===== src/rtl/spi_burst_pkg.sv =====
// Shared types and helpers for the burst-framed SPI master.
// Assumes a 16-bit offset and an 8-bit control byte (24-bit header).
package spi_burst_pkg;

    // Controller states, in frame order.
    typedef enum logic [2:0] {
        ST_IDLE,     // bus at rest, command accepted here
        ST_CS_ON,    // chip select low, settling before first edge
        ST_BIT_LO,   // clock low phase of one bit
        ST_BIT_HI,   // clock high phase of one bit
        ST_FETCH,    // waiting for a write byte, clock parked high
        ST_PUSH,     // offering a read byte, clock parked high
        ST_TAIL,     // settling before chip select rises
        ST_RELEASE   // settling after chip select rose
    } sb_state_e;

    localparam int          HDR_BITS = 24;
    localparam logic [1:0]  MODE_VAR = 2'b00;

    // Control byte: block code on top, direction, then mode bits.
    function automatic logic [7:0] sb_ctrl_byte(input logic [4:0] blk, input logic wr);
        return {blk, wr, MODE_VAR};
    endfunction

endpackage


===== src/rtl/spi_burst_timer.sv =====
// Down-counter used for every timed phase of the frame.
// Assumes the caller loads (length - 1); expired is high while the count is zero.
module spi_burst_timer #(
    parameter int W = 16
) (
    input  logic         clk,
    input  logic         rst_n,
    input  logic         load,
    input  logic [W-1:0] load_val,
    output logic         expired
);
    logic [W-1:0] cnt;

    // Load a new length or count one step toward zero.
    always_ff @(posedge clk) begin
        if (!rst_n)          cnt <= '0;
        else if (load)       cnt <= load_val;
        else if (cnt != '0)  cnt <= cnt - 1'b1;
    end

    assign expired = (cnt == '0);

    // the phase counter moves by exactly one per clock when not reloaded.
    p_timer_step_r5: assert property (@(posedge clk) disable iff (!rst_n)
        (!load && cnt != '0) |=> (cnt == $past(cnt) - 1'b1));

endmodule


===== src/rtl/spi_burst_halfreg.sv =====
// Holds the clock phase length and turns it into a timer load value.
// Assumes writes are only honoured while the frame engine is idle.
module spi_burst_halfreg #(
    parameter int W   = 16,
    parameter int RST = 1000
) (
    input  logic         clk,
    input  logic         rst_n,
    input  logic         busy,
    input  logic         cfg_we,
    input  logic [W-1:0] cfg_half,
    output logic [W-1:0] phase_ld
);
    logic [W-1:0] half_q;

    // Capture a new phase length only between frames.
    always_ff @(posedge clk) begin
        if (!rst_n)                half_q <= W'(RST);
        else if (cfg_we && !busy)  half_q <= cfg_half;
    end

    // A zero setting behaves as a one-cycle phase.
    assign phase_ld = (half_q == '0) ? '0 : half_q - 1'b1;

    // the phase length cannot move while a frame is running.
    p_cfg_frozen_r11: assert property (@(posedge clk) disable iff (!rst_n)
        busy |=> $stable(half_q));

endmodule


===== src/rtl/spi_burst_rxbyte.sv =====
// Serial-to-parallel assembler for read bytes, first bit ends up in bit 7.
// Assumes sample is pulsed once per bit, at the end of the clock high phase.
module spi_burst_rxbyte (
    input  logic       clk,
    input  logic       rst_n,
    input  logic       sample,
    input  logic       bit_in,
    output logic [7:0] next_byte
);
    logic [7:0] acc_q;

    assign next_byte = {acc_q[6:0], bit_in};

    // Shift in one received bit per sample strobe.
    always_ff @(posedge clk) begin
        if (!rst_n)      acc_q <= '0;
        else if (sample) acc_q <= next_byte;
    end

endmodule


===== src/rtl/spi_burst_master.sv =====
// Burst-framed SPI master: one chip-select period carries a 24-bit header
// (offset, then control byte) followed by cmd_len data bytes, MSB first.
// Assumes the device samples on the rising clock edge and changes its output
// on the falling edge; clock idles high. All serial outputs are registered.
module spi_burst_master
    import spi_burst_pkg::*;
#(
    parameter int DIV_W    = 16,
    parameter int HALF_RST = 1000,
    parameter int SETTLE   = 4,
    parameter int LEN_W    = 8
) (
    input  logic             clk,
    input  logic             rst_n,
    input  logic             cfg_we,
    input  logic [DIV_W-1:0] cfg_half,
    input  logic             cmd_valid,
    output logic             cmd_ready,
    input  logic [15:0]      cmd_offset,
    input  logic [4:0]       cmd_block,
    input  logic             cmd_write,
    input  logic [LEN_W-1:0] cmd_len,
    output logic             busy,
    input  logic             wr_valid,
    output logic             wr_ready,
    input  logic [7:0]       wr_data,
    output logic             rd_valid,
    input  logic             rd_ready,
    output logic [7:0]       rd_data,
    output logic             spi_cs_n,
    output logic             spi_sclk,
    output logic             spi_mosi,
    input  logic             spi_miso
);
    localparam logic [DIV_W-1:0] SETTLE_LD = DIV_W'(SETTLE - 1);
    localparam logic [4:0]       HDR_LAST  = 5'(HDR_BITS - 1);

    sb_state_e          state_q, state_n;
    logic [23:0]        sh_q, sh_n;
    logic [4:0]         bit_q, bit_n;
    logic [LEN_W-1:0]   left_q, left_n;
    logic               hdr_q, hdr_n;
    logic               wr_q, wr_n;
    logic               mosi_q, mosi_n;
    logic [7:0]         rd_q, rd_n;
    logic               cs_q, sclk_q;
    logic               t_load, t_exp, sample;
    logic [DIV_W-1:0]   t_val, phase_ld;
    logic [7:0]         rx_next;

    spi_burst_timer #(.W(DIV_W)) u_timer (
        .clk(clk), .rst_n(rst_n), .load(t_load), .load_val(t_val), .expired(t_exp)
    );

    spi_burst_halfreg #(.W(DIV_W), .RST(HALF_RST)) u_half (
        .clk(clk), .rst_n(rst_n), .busy(busy), .cfg_we(cfg_we),
        .cfg_half(cfg_half), .phase_ld(phase_ld)
    );

    spi_burst_rxbyte u_rx (
        .clk(clk), .rst_n(rst_n), .sample(sample), .bit_in(spi_miso), .next_byte(rx_next)
    );

    // Frame sequencing: next state, shift data, counters and timer loads.
    always_comb begin
        state_n = state_q;  sh_n = sh_q;   bit_n = bit_q;  left_n = left_q;
        hdr_n   = hdr_q;    wr_n = wr_q;   mosi_n = mosi_q; rd_n = rd_q;
        t_load  = 1'b0;     t_val = phase_ld;  sample = 1'b0;
        case (state_q)
            ST_IDLE: if (cmd_valid) begin
                state_n = ST_CS_ON;  t_load = 1'b1;  t_val = SETTLE_LD;
                sh_n    = {cmd_offset, sb_ctrl_byte(cmd_block, cmd_write)};
                bit_n   = HDR_LAST;  left_n = cmd_len;  hdr_n = 1'b1;  wr_n = cmd_write;
            end
            ST_CS_ON: if (t_exp) begin
                state_n = ST_BIT_LO;  t_load = 1'b1;  mosi_n = sh_q[23];
            end
            ST_BIT_LO: if (t_exp) begin
                state_n = ST_BIT_HI;  t_load = 1'b1;
            end
            ST_BIT_HI: if (t_exp) begin
                sample = !hdr_q && !wr_q;
                if (bit_q != '0) begin
                    bit_n   = bit_q - 1'b1;  sh_n = {sh_q[22:0], 1'b0};
                    state_n = ST_BIT_LO;     t_load = 1'b1;
                    mosi_n  = (hdr_q || wr_q) ? sh_q[22] : 1'b0;
                end else if (!hdr_q && !wr_q) begin
                    state_n = ST_PUSH;  rd_n = rx_next;
                end else if (left_q == '0) begin
                    state_n = ST_TAIL;  t_load = 1'b1;  t_val = SETTLE_LD;
                end else if (wr_q) begin
                    state_n = ST_FETCH;  hdr_n = 1'b0;
                end else begin
                    hdr_n   = 1'b0;  left_n = left_q - 1'b1;  bit_n = 5'd7;
                    state_n = ST_BIT_LO;  t_load = 1'b1;  mosi_n = 1'b0;
                end
            end
            ST_FETCH: if (wr_valid) begin
                sh_n    = {wr_data, 16'h0000};  left_n = left_q - 1'b1;  bit_n = 5'd7;
                state_n = ST_BIT_LO;  t_load = 1'b1;  mosi_n = wr_data[7];
            end
            ST_PUSH: if (rd_ready) begin
                if (left_q == '0) begin
                    state_n = ST_TAIL;  t_load = 1'b1;  t_val = SETTLE_LD;
                end else begin
                    left_n  = left_q - 1'b1;  bit_n = 5'd7;
                    state_n = ST_BIT_LO;  t_load = 1'b1;  mosi_n = 1'b0;
                end
            end
            ST_TAIL: if (t_exp) begin
                state_n = ST_RELEASE;  t_load = 1'b1;  t_val = SETTLE_LD;  mosi_n = 1'b0;
            end
            ST_RELEASE: if (t_exp) state_n = ST_IDLE;
            default: state_n = ST_IDLE;
        endcase
    end

    // State, datapath and registered pin levels.
    always_ff @(posedge clk) begin
        if (!rst_n) begin
            state_q <= ST_IDLE;  sh_q <= '0;  bit_q <= '0;  left_q <= '0;
            hdr_q   <= 1'b0;  wr_q <= 1'b0;  mosi_q <= 1'b0;  rd_q <= '0;
            cs_q    <= 1'b1;  sclk_q <= 1'b1;
        end else begin
            state_q <= state_n;  sh_q <= sh_n;  bit_q <= bit_n;  left_q <= left_n;
            hdr_q   <= hdr_n;  wr_q <= wr_n;  mosi_q <= mosi_n;  rd_q <= rd_n;
            cs_q    <= (state_n == ST_IDLE) || (state_n == ST_RELEASE);
            sclk_q  <= (state_n != ST_BIT_LO);
        end
    end

    assign cmd_ready = (state_q == ST_IDLE);
    assign busy      = !cmd_ready;
    assign wr_ready  = (state_q == ST_FETCH);
    assign rd_valid  = (state_q == ST_PUSH);
    assign rd_data   = rd_q;
    assign spi_cs_n  = cs_q;
    assign spi_sclk  = sclk_q;
    assign spi_mosi  = mosi_q;

    // at rest all three serial lines sit at their idle levels.
    p_idle_lines_r1: assert property (@(posedge clk) disable iff (!rst_n)
        cmd_ready |-> (spi_cs_n && spi_sclk && !spi_mosi));

    // data-out never moves during a clock high phase inside a frame.
    p_mosi_steady_r4: assert property (@(posedge clk) disable iff (!rst_n)
        (!spi_cs_n && spi_sclk && $past(spi_sclk) && !$past(spi_cs_n)) |-> $stable(spi_mosi));

    // chip select falls with the clock already parked high.
    p_cs_fall_clk_high_r6: assert property (@(posedge clk) disable iff (!rst_n)
        $fell(spi_cs_n) |-> spi_sclk);

    // chip select rises only with the clock high and data-out low.
    p_cs_rise_clean_r7: assert property (@(posedge clk) disable iff (!rst_n)
        $rose(spi_cs_n) |-> (spi_sclk && !spi_mosi));

    // an offered read byte is held until taken.
    p_rd_hold_r8: assert property (@(posedge clk) disable iff (!rst_n)
        (rd_valid && !rd_ready) |=> (rd_valid && $stable(rd_data)));

    // no clock edge while a read byte waits.
    p_rd_clk_parked_r8: assert property (@(posedge clk) disable iff (!rst_n)
        rd_valid |-> spi_sclk);

    // an accepted command makes the block busy and closes the command port.
    p_cmd_accept_r9: assert property (@(posedge clk) disable iff (!rst_n)
        (cmd_valid && cmd_ready) |=> (busy && !cmd_ready));

    // a write stall keeps the frame open with the clock high.
    p_stall_parked_r10: assert property (@(posedge clk) disable iff (!rst_n)
        wr_ready |-> (spi_sclk && !spi_cs_n));

endmodule


===== config.mk =====
export PLATFORM = sky130hd
export DESIGN_NAME = spi_burst_master
export DESIGN_NICKNAME = d
export VERILOG_FILES = /design/src/rtl/spi_burst_pkg.sv /design/src/rtl/spi_burst_timer.sv /design/src/rtl/spi_burst_halfreg.sv /design/src/rtl/spi_burst_rxbyte.sv /design/src/rtl/spi_burst_master.sv
export SDC_FILE = /design/constraint.sdc
export NUM_CORES = 1
export LEC_CHECK = 0
export BUFFER_PORTS_ARGS = -buffer_cell sky130_fd_sc_hd__buf_2
export CORE_MARGIN = 2
export CORE_UTILIZATION = 51
export CTS_CLUSTER_SIZE = 40
export DETAILED_ROUTE_END_ITERATION = 7
export PLACE_DENSITY = 0.76
export SKIP_CTS_REPAIR_TIMING = 1
export SYNTH_ARGS = -nofsm -noshare
export SYNTH_HDL_FRONTEND = slang
export SYNTH_SLANG_ARGS = --single-unit

===== constraint.sdc =====
create_clock -name clk -period 2.55 [get_ports clk]
set_clock_uncertainty 0.2 [all_clocks]
set_input_delay 0.6375 -clock clk [delete_from_list [all_inputs] [get_ports clk]]
set_output_delay 0.6375 -clock clk [all_outputs]
set_load 0.02 [all_outputs]

==> results_dict.tcl, run 1 <==
set metrics [dict create \
    hold_path_depth 2 \
    drt_wl_total_um 12400 \
    worstSetupPathDepth 8 \
    synthDistinctLibCells 61 \
    fin_area_sq_um 5720 \
    area_growth_pct 22.5 \
    ir_drop_v 0.000414 \
    ios 76 \
    numCtsBuffers 9 \
    dr.pass1.iters 5 \
    die_y_um 99.6 \
    grt_pass1_wl_um 20100 \
    place_hpwl_um 8490 \
    grt_use_total 0.245 \
    grt_max_degree 44 \
    start_util 0.530 \
    yosys_warnings 0 \
    clock_power_share 0.176 \
    drive_above_1_share 0.241 \
    cts.sink_count 90 \
    max_freq_mhz 397 \
    slew_headroom 0.432 \
    htree_levels 3 \
    fillCellCount 720 \
    diodes 0 \
    arrival_ns 2.56 \
    r2r_cells 8 \
    final_cell_mix "88 x dfxtp_1, 80 x nand2_1, 75 x buf_2, 69 x nor2_1, 40 x buf_4" \
    tns_ns 0 \
    cts_tree "built" \
    synth_top_flop_cell "dfxtp_1" \
    tightest_slew_ns 0.848 \
    leakagePower_nw 2.26 \
    syn_nets 645 \
    whs_ns 0.259 \
    crit_slowest_cell "or4b_4" \
    row_count 34 \
    fin_crit_ns 2.52 \
    port_buffers 75 \
    cp_cell_sequence "inv_1, ha_2, or4b_4, or2_2, o21ai_1, a31oi_4, nand4b_4, o22ai_1" \
    core_area_sq_um 8810 \
    hold_class "reg -> reg" \
    postRouteAntennaNets 0 \
    drv_slew 0 \
    cts_root_buf "clkbuf_8" \
    cp_max_fo 7 \
    vias 4698 \
    async_flop_share 0 \
    power_density_nw_per_um2 1060 \
    nNetsFinal 741 \
    synth_area_sq_um 4660 \
    synth_seq_cells 90 \
    p_switching_w 0.00249 \
    period_share 0.987 \
    swShare 0.410 \
    syn_inst 580 \
    worstSetupPathType "reg -> reg" \
    multi_input_area_sq_um 2790 \
    pwr-share-comb 0.489 \
    die-area_sq_um 9930 \
    avgViaCountPerCell 5.96 \
    avgRoutedWirePerCell_um 15.8 \
    cp-start-kind "register" \
    clockBufferDepth 2 \
    seq_power_share 0.335 \
    endpoint_kind "register" \
    power_w 0.00608 \
    setup_viol 0 \
    final_common_cell "dfxtp_1" \
    cp_slowest_stage_delay_ns 0.52 \
    die_x_um 99.6 \
    crit_buf_inv 1 \
    drc 0 \
    cp.required_ns 2.59 \
    clk_pin_slew_worst_paths_ns 0.09 \
    drv_cap 0 \
    synth_edf_count 0 \
    seq_area_sq_um 1810 \
    gp_congestion 0.924 \
    avgSynthCellArea_sq_um 8.04 \
    grt_pass1_vias 4416 \
    yosysSeqAreaShare 0.386 \
    worstSkewPairLatency_ns 0.36 \
    internal-power_w 0.00359 \
    antenna_found_initial 0 \
    cp_top_family "simple AND/OR/NAND/NOR gates" \
    drtIter0Drc 299 \
    final_hold_viol_count 0 \
    grt_overflow 0 \
    place_area_sq_um 5310 \
    status "finished clean" \
]
-- registers in the layout, indices dropped and copies added, names as in the netlist --
| register | cells |
|---|---|
| left_q | 8 |
| spi_mosi | 1 |
| hdr_q | 1 |
| u_half.half_q | 16 |
| rd_data | 8 |
| u_timer.cnt | 16 |
| wr_q | 1 |
| spi_cs_n | 1 |
| u_rx.acc_q | 7 |
| sh_q | 22 |
| bit_q | 5 |
| spi_sclk | 1 |
| state_q | 3 |
-- layer usage --
layer  vias up  routed length (um)  track usage
li1       2290                   -            -
met1      2232                5600        0.327
met2       156                5840        0.389
met3        20                 805       0.0499
met4         0                 198       0.0948
met5         -                   0            0
-- synth_stat cells, drive strengths merged (7+ instances only) --
cell type / count / area, sq um
clkbuf: 26 / 97.6
nand2: 80 / 300
dfxtp: 90 / 1800
nor3: 12 / 71.3
xnor2: 18 / 158
mux2i: 10 / 100
inv: 15 / 56.3
a21oi: 35 / 175
nand2b: 10 / 62.6
a22oi: 14 / 105
nor4: 13 / 103
o211ai: 9 / 67.6
nor2: 69 / 259
o221ai: 8 / 70.1
o21ai: 11 / 58.8
a211oi: 25 / 188
nand3: 27 / 140
buf: 7 / 47.5
o22ai: 23 / 144
xor2: 11 / 96.3
-- power groups by stage --
stage	logic (W)	clock network (W)	registers, W
6_report	0.00297	0.00107	0.00204
2_1_floorplan	0.00191	0	0.00200
3_3_place_gp	0.00259	0	0.00203
5_1_grt	0.00325	0.00114	0.00208
4_1_cts	0.00268	0.00109	0.00202
3_5_place_dp	0.00267	0	0.00205
-- layout make-up --
type / instances / share of cell area
flip-flops and latches: 90 / 0.316
inverters: 16 / 0.0105
repair buffers: 117 / 0.126
clock inverters: 4 / 0.0134
multi-input cells: 442 / 0.487
well taps: 108 / 0.0236
clock buffers: 11 / 0.0230
-- worst reg2reg max path: stages, from the launching register on --
cell      delay, ns
dfxtp_1        0.32
inv_1          0.10
ha_2           0.20
or4b_4         0.52
or2_2          0.36
o21ai_1        0.28
a31oi_4        0.11
nand4b_4       0.20
o22ai_1        0.12
-- worst paths after layout --
kind	start	slack (ns)	endpoint
worst min-delay path	rd_data[0]	0.26	rd_data[0]
worst max register to register	left_q[0]	0.03	u_timer.cnt[13]
worst max-delay path	left_q[0]	0.03	u_timer.cnt[13]
worst min register to register	rd_data[0]	0.26	rd_data[0]
-- kinds of logic after synthesis --
group | count (synthesis) | synth area share
simple gates | 250 | 0.266
flops | 90 | 0.386
buf+inv | 49 | 0.0440
compound gates | 148 | 0.218
fa+ha+maj | 4 | 0.0107
mux | 10 | 0.0215
xor+xnor | 29 | 0.0545
-- metrics by stage --
step,util,std cells,setup slack [ns]
final,0.649,788,0.0340
after global routing,0.649,788,-0.0518
after CTS,0.627,779,-0.0810
after detailed placement,0.603,764,-0.0554
after global placement,0.603,764,0.0460
after floorplan,-,580,0.106
No activity file was read; power rests on OpenSTA's default activity.
==> inputs of run 2 (changes only) <==
--- a/config.mk
+++ b/config.mk
@@ -5,12 +5,13 @@
 export SDC_FILE = /design/constraint.sdc
 export NUM_CORES = 1
 export LEC_CHECK = 0
+export ABC_AREA = 1
 export BUFFER_PORTS_ARGS = -buffer_cell sky130_fd_sc_hd__buf_2
 export CORE_MARGIN = 2
-export CORE_UTILIZATION = 51
+export CORE_UTILIZATION = 52
 export CTS_CLUSTER_SIZE = 40
 export DETAILED_ROUTE_END_ITERATION = 7
-export PLACE_DENSITY = 0.76
+export PLACE_DENSITY = 0.77
 export SKIP_CTS_REPAIR_TIMING = 1
 export SYNTH_ARGS = -nofsm -noshare
 export SYNTH_HDL_FRONTEND = slang
==> run 2 against run 1 <==
Register-to-register slack better by 0.22 ns. Final area rose by 3.1%. Synthesized cell count rose by 35%. Highest routed layer unchanged. Largest power group is now sequential cells. Wire length increased by 4.8%. Worst hold slack better by 0.0011 ns. Setup slack improved by 0.097 ns. Utilization decreased by 4.6 points.
==> results_dict.tcl, run 2 <==
set metrics [dict create \
    status "finished clean" \
    dr.pass1.iters 5 \
    leakagePower_nw 2.80 \
    yosys.area_share.adder 0.00956 \
    cp.required_ns 1.71 \
    port_buffers 75 \
    yosys_warnings 0 \
    power_density_nw_per_um2 778 \
    antenna_found_initial 0 \
    area_growth_pct 12.6 \
    synth_top_family_by_area "simple AND/OR/NAND/NOR gates" \
    endpoint_kind "output port" \
    die_x_um 104 \
    grt_pass1_wl_um 21900 \
    reg_top3 "sh_q x22, u_half.half_q x16, u_timer.cnt x16" \
    die-area_sq_um 10900 \
    synth_simple_gate_area_frac 0.357 \
    tns_ns 0 \
    hold_class "in -> reg" \
    fin_crit_ns 2.42 \
    avgRoutedWirePerCell_um 13.2 \
    synth_top_flop_cell "dfxtp_1" \
    top_register "sh_q" \
    cts_root_buf "clkbuf_8" \
    grt_use_total 0.245 \
    max_freq_mhz 413 \
    grt_max_degree 57 \
    worstSkewPairLatency_ns 0.38 \
    use_met3 0.0645 \
    synth_edf_count 0 \
    worstSetupPathType "reg -> out" \
    setup_viol 0 \
    drive_above_1_share 0.173 \
    diodes 0 \
    drt_wl_total_um 13000 \
    grtUsageMet1 0.281 \
    synth-compound-area-share 0.158 \
    htree_levels 3 \
    crit_slowest_cell "dfxtp_1" \
    largest_reg_flops 22 \
    period_share 0.949 \
    cts_tree "built" \
    clockBufferDepth 2 \
    clk_pin_slew_worst_paths_ns 0.09 \
    synth_top_area_cell "dfxtp_1" \
    syn_inst 784 \
    synth_seq_cells 90 \
    grt_pass1_vias 4905 \
    ios 76 \
    drc 0 \
    tightest_slew_ns 0.633 \
    avgSynthCellArea_sq_um 6.68 \
    numCtsBuffers 9 \
    start_util 0.535 \
    synth_area_sq_um 5230 \
    yosysSeqAreaShare 0.344 \
    slew_headroom 0.577 \
    final_hold_viol_count 0 \
    fillCellCount 955 \
    cts.sink_count 90 \
    nNetsFinal 915 \
    core_area_sq_um 9770 \
    drv_cap 0 \
    synthDistinctLibCells 46 \
    die_y_um 104 \
    synth.top_cells.by_count "182 x nand2_1, 130 x nor2_1, 90 x dfxtp_1" \
    rsz0062_at_grt "false" \
    synth.most_common_cell "nand2_1" \
    ir_drop_v 0.000539 \
    synth_mux_area_frac 0 \
    final_common_cell "nand2_1" \
    cp_slowest_stage_delay_ns 0.59 \
    vias 5187 \
    synth_xor_area_frac 0.0418 \
    drtIter0Drc 262 \
    drv_slew 0 \
    async_flop_share 0 \
    busiest_layer "met2" \
    syn_nets 849 \
    cp_max_fo 10 \
    final_cell_mix "180 x nand2_1, 130 x nor2_1, 90 x dfxtp_1, 75 x buf_2, 67 x inv_1" \
    cp-start-kind "register" \
    grt_overflow 0 \
    place_hpwl_um 9790 \
    arrival_ns 1.58 \
    whs_ns 0.260 \
    gp_congestion 0.972 \
    netlist.area_leader.share 0.344 \
    cp_cell_sequence "nor2_4, nand2_1, inv_1, buf_4, buf_2" \
    row_count 36 \
    postRouteAntennaNets 0 \
    use_met2 0.431 \
    ys_top_cells_by_area "dfxtp_1 34%, nand2_1 13%, nor2_1 9.3%, o21ai_0 6.1%, inv_1 4.8%" \
    avgViaCountPerCell 5.26 \
]
run 2: report_power, final:
group	switching (W)	internal (W)	total (W)
registers	0.000205	0.00164	0.00185
logic	0.00109	0.000623	0.00172
clock network	0.000518	0.000501	0.00102
run 2: stage by stage:
stage | setup WS (ns) | util | power [W] | std cells | cell area (sq um)
final | 0.131 | 0.603 | 0.00458 | 987 | 5890
after floorplan | 0.604 | - | 0.00319 | 784 | 5230
after global placement | 0.281 | 0.580 | 0.00352 | 971 | 5670
after detailed placement | 0.187 | 0.580 | 0.00356 | 971 | 5670
after CTS | 0.119 | 0.600 | 0.00458 | 986 | 5870
after global routing | 0.0122 | 0.603 | 0.00492 | 987 | 5890
run 2: cell type report:
cell class	count	area, sq um	area share
clock inverter	4	51.3	0.00870
clock buffer	11	151	0.0257
inverter	75	287	0.0486
timing repair buffer	86	470	0.0798
sequential	90	1800	0.306
multi-input combinational	588	2970	0.503
tap	133	166	0.0282
run 2: path summary, 6_finish.rpt:
path,from,depth (start not counted),endpoint,slack [ns]
max reg2reg,u_timer.cnt[0],11,left_q[1],0.25
min,cfg_half[8],3,u_half.half_q[8],0.26
min reg2reg,sh_q[22],2,sh_q[22],0.26
max,state_q[1],5,wr_ready,0.13
run 2: cells by family after synthesis:
family          after synthesis
buf+inv                     106
flops                        90
compound gates              144
simple gates                415
xor+xnor                     25
fa+ha+maj                     4
run 2: routing by layer:
metal	wire (um)	up-vias
met2	6500	136
met3	618	29
met4	378	0
met1	5550	2357
met5	0	-
li1	-	2665
run 2: worst max-delay path, delay by kind of cell, from the launching register on:
| kind | cells | cell delay, ns |
|---|---|---|
| buf+inv | 3 | 0.39 |
| flops | 1 | 0.59 |
| simple gates | 2 | 0.22 |
==> inputs of run 3 (changes only) <==
--- a/config.mk
+++ b/config.mk
@@ -6,7 +6,7 @@
 export NUM_CORES = 1
 export LEC_CHECK = 0
 export ABC_AREA = 1
-export BUFFER_PORTS_ARGS = -buffer_cell sky130_fd_sc_hd__buf_2
+export BUFFER_PORTS_ARGS = -buffer_cell sky130_fd_sc_hd__buf_4
 export CORE_MARGIN = 2
 export CORE_UTILIZATION = 52
 export CTS_CLUSTER_SIZE = 40
==> run 3 against run 2 <==
Setup slack gained 0.047 ns. Via count grew 1.0%. Utilization grew 1.6 points. Combinational power grew 2%. Global-route usage grew 0.43 points. Register-to-register slack lost 0.07 ns. Total power shrank 1.9%. Wire length grew 2.7%. Critical path type is now reg -> reg. Largest cell class unchanged. Largest power group unchanged.
==> results_dict.tcl, run 3 (synthesized netlist as in run 2, its figures left out) <==
set metrics [dict create \
    tns_ns 0 \
    start_util 0.535 \
    htree_levels 3 \
    die_y_um 104 \
    clk_pin_slew_worst_paths_ns 0.09 \
    ir_drop_v 0.000432 \
    die_x_um 104 \
    reg_top3 "sh_q x22, u_half.half_q x16, u_timer.cnt x16" \
    final_hold_viol_count 0 \
    cp_max_fo 16 \
    nNetsFinal 915 \
    grt_use_total 0.250 \
    largest_reg_flops 22 \
    grt_pass1_vias 5040 \
    drtIter0Drc 317 \
    period_share 0.930 \
    dp_cells 970 \
    fillCellCount 978 \
    cp.required_ns 2.65 \
    tightest_slew_ns 0.660 \
    cts_root_buf "clkbuf_8" \
    cts.sink_count 90 \
    clockBufferDepth 2 \
    drc 0 \
    grt_max_degree 57 \
    avgViaCountPerCell 5.30 \
    final_common_cell "nand2_1" \
    gp_congestion 0.931 \
    drv_slew 0 \
    cp-start-kind "register" \
    worstSkewPairLatency_ns 0.38 \
    worstSetupPathType "reg -> reg" \
    drv_cap 0 \
    drive_above_1_share 0.175 \
    die-area_sq_um 10900 \
    diodes 0 \
    endpoint_kind "register" \
    arrival_ns 2.47 \
    cts_tree "built" \
    slew_headroom 0.560 \
    multi_input_area_sq_um 2970 \
    top_register "sh_q" \
    grt_overflow 0 \
    numCtsBuffers 9 \
    avgRoutedWirePerCell_um 13.6 \
    postRouteAntennaNets 0 \
    core_area_sq_um 9770 \
    fin_cells 988 \
    grt_pass1_wl_um 22400 \
    vias 5240 \
    hold_class "in -> reg" \
    leakagePower_nw 2.84 \
    setup_viol 0 \
    place_hpwl_um 9860 \
    port_buffers 75 \
    fin_crit_ns 2.37 \
    drt_wl_total_um 13400 \
    max_freq_mhz 422 \
    antenna_found_initial 0 \
    area_growth_pct 15.6 \
    ios 76 \
    status "finished clean" \
    dr.pass1.iters 5 \
    row_count 36 \
    seq_area_sq_um 1800 \
    power_density_nw_per_um2 744 \
    final_cell_mix "181 x nand2_1, 129 x nor2_1, 89 x dfxtp_1, 86 x buf_4, 66 x inv_1" \
]
run 3: cell count changes in the layout (fill, tap and decap cells not counted), sizes merged:
| cell | before | now |
|---|---|---|
| bufinv | 1 | 0 |
| clkinvlp | 1 | 2 |
| clkinv | 3 | 5 |
| inv | 74 | 73 |
run 3: per-layer routing:
metal | part of all wire | vias to the layer above | GRT usage | wire [um]
met5 | 0 | - | 0 | 0
met4 | 0.027 | 0 | 0.104 | 362
met3 | 0.048 | 29 | 0.0564 | 640
met2 | 0.50 | 140 | 0.436 | 6760
met1 | 0.42 | 2403 | 0.293 | 5630
li1 | - | 2668 | - | -
run 3: final cells by class:
| class | count | share of cell area |
|---|---|---|
| tap | 133 | 0.0275 |
| inverter | 75 | 0.0478 |
| sequential | 90 | 0.298 |
| clock inverter | 5 | 0.00496 |
| timing repair buffer | 86 | 0.107 |
| multi-input combinational | 588 | 0.492 |
| clock buffer | 11 | 0.0234 |
run 3: per-stage QoR:
stage                     setup WS (ns)  power (W)  utilization  area [sq um]  hold WS, ns
after floorplan                   0.604    0.00319            -          5230        0.229
after global placement            0.243    0.00355        0.598          5850        0.245
after detailed placement         0.0844    0.00360        0.598          5850        0.252
after CTS                        0.0515    0.00450        0.616          6020        0.231
after global routing            -0.0685    0.00484        0.619          6050        0.248
final                             0.178    0.00450        0.619          6050        0.253
run 3: critical path, cell delays in order (launching register included):
cell	delay, ns
dfxtp_1	0.33
inv_1	0.15
ha_1	0.22
nand2_2	0.14
nor2_2	0.22
nand2_1	0.19
clkinv_4	0.15
nand2_4	0.13
nor2_4	0.19
buf_4	0.17
nor2_1	0.05
a211oi_2	0.15
run 3: path summary, 6_finish.rpt:
kind,from,to,slack [ns],depth (start not counted)
worst max-delay path,u_timer.cnt[0],rd_data[5],0.18,11
worst min-delay path,cfg_half[6],u_half.half_q[6],0.25,3
worst max register to register,u_timer.cnt[0],rd_data[5],0.18,11
worst min register to register,sh_q[22],sh_q[22],0.26,2
run 3: where the power goes:
| group | leakage (nW) | switching (W) | internal [W] |
|---|---|---|---|
| Combinational | 2.01 | 0.00110 | 0.000660 |
| Clock | 0.0851 | 0.000516 | 0.000376 |
| Sequential | 0.743 | 0.000201 | 0.00164 |
| Total | 2.84 | 0.00182 | 0.00268 |
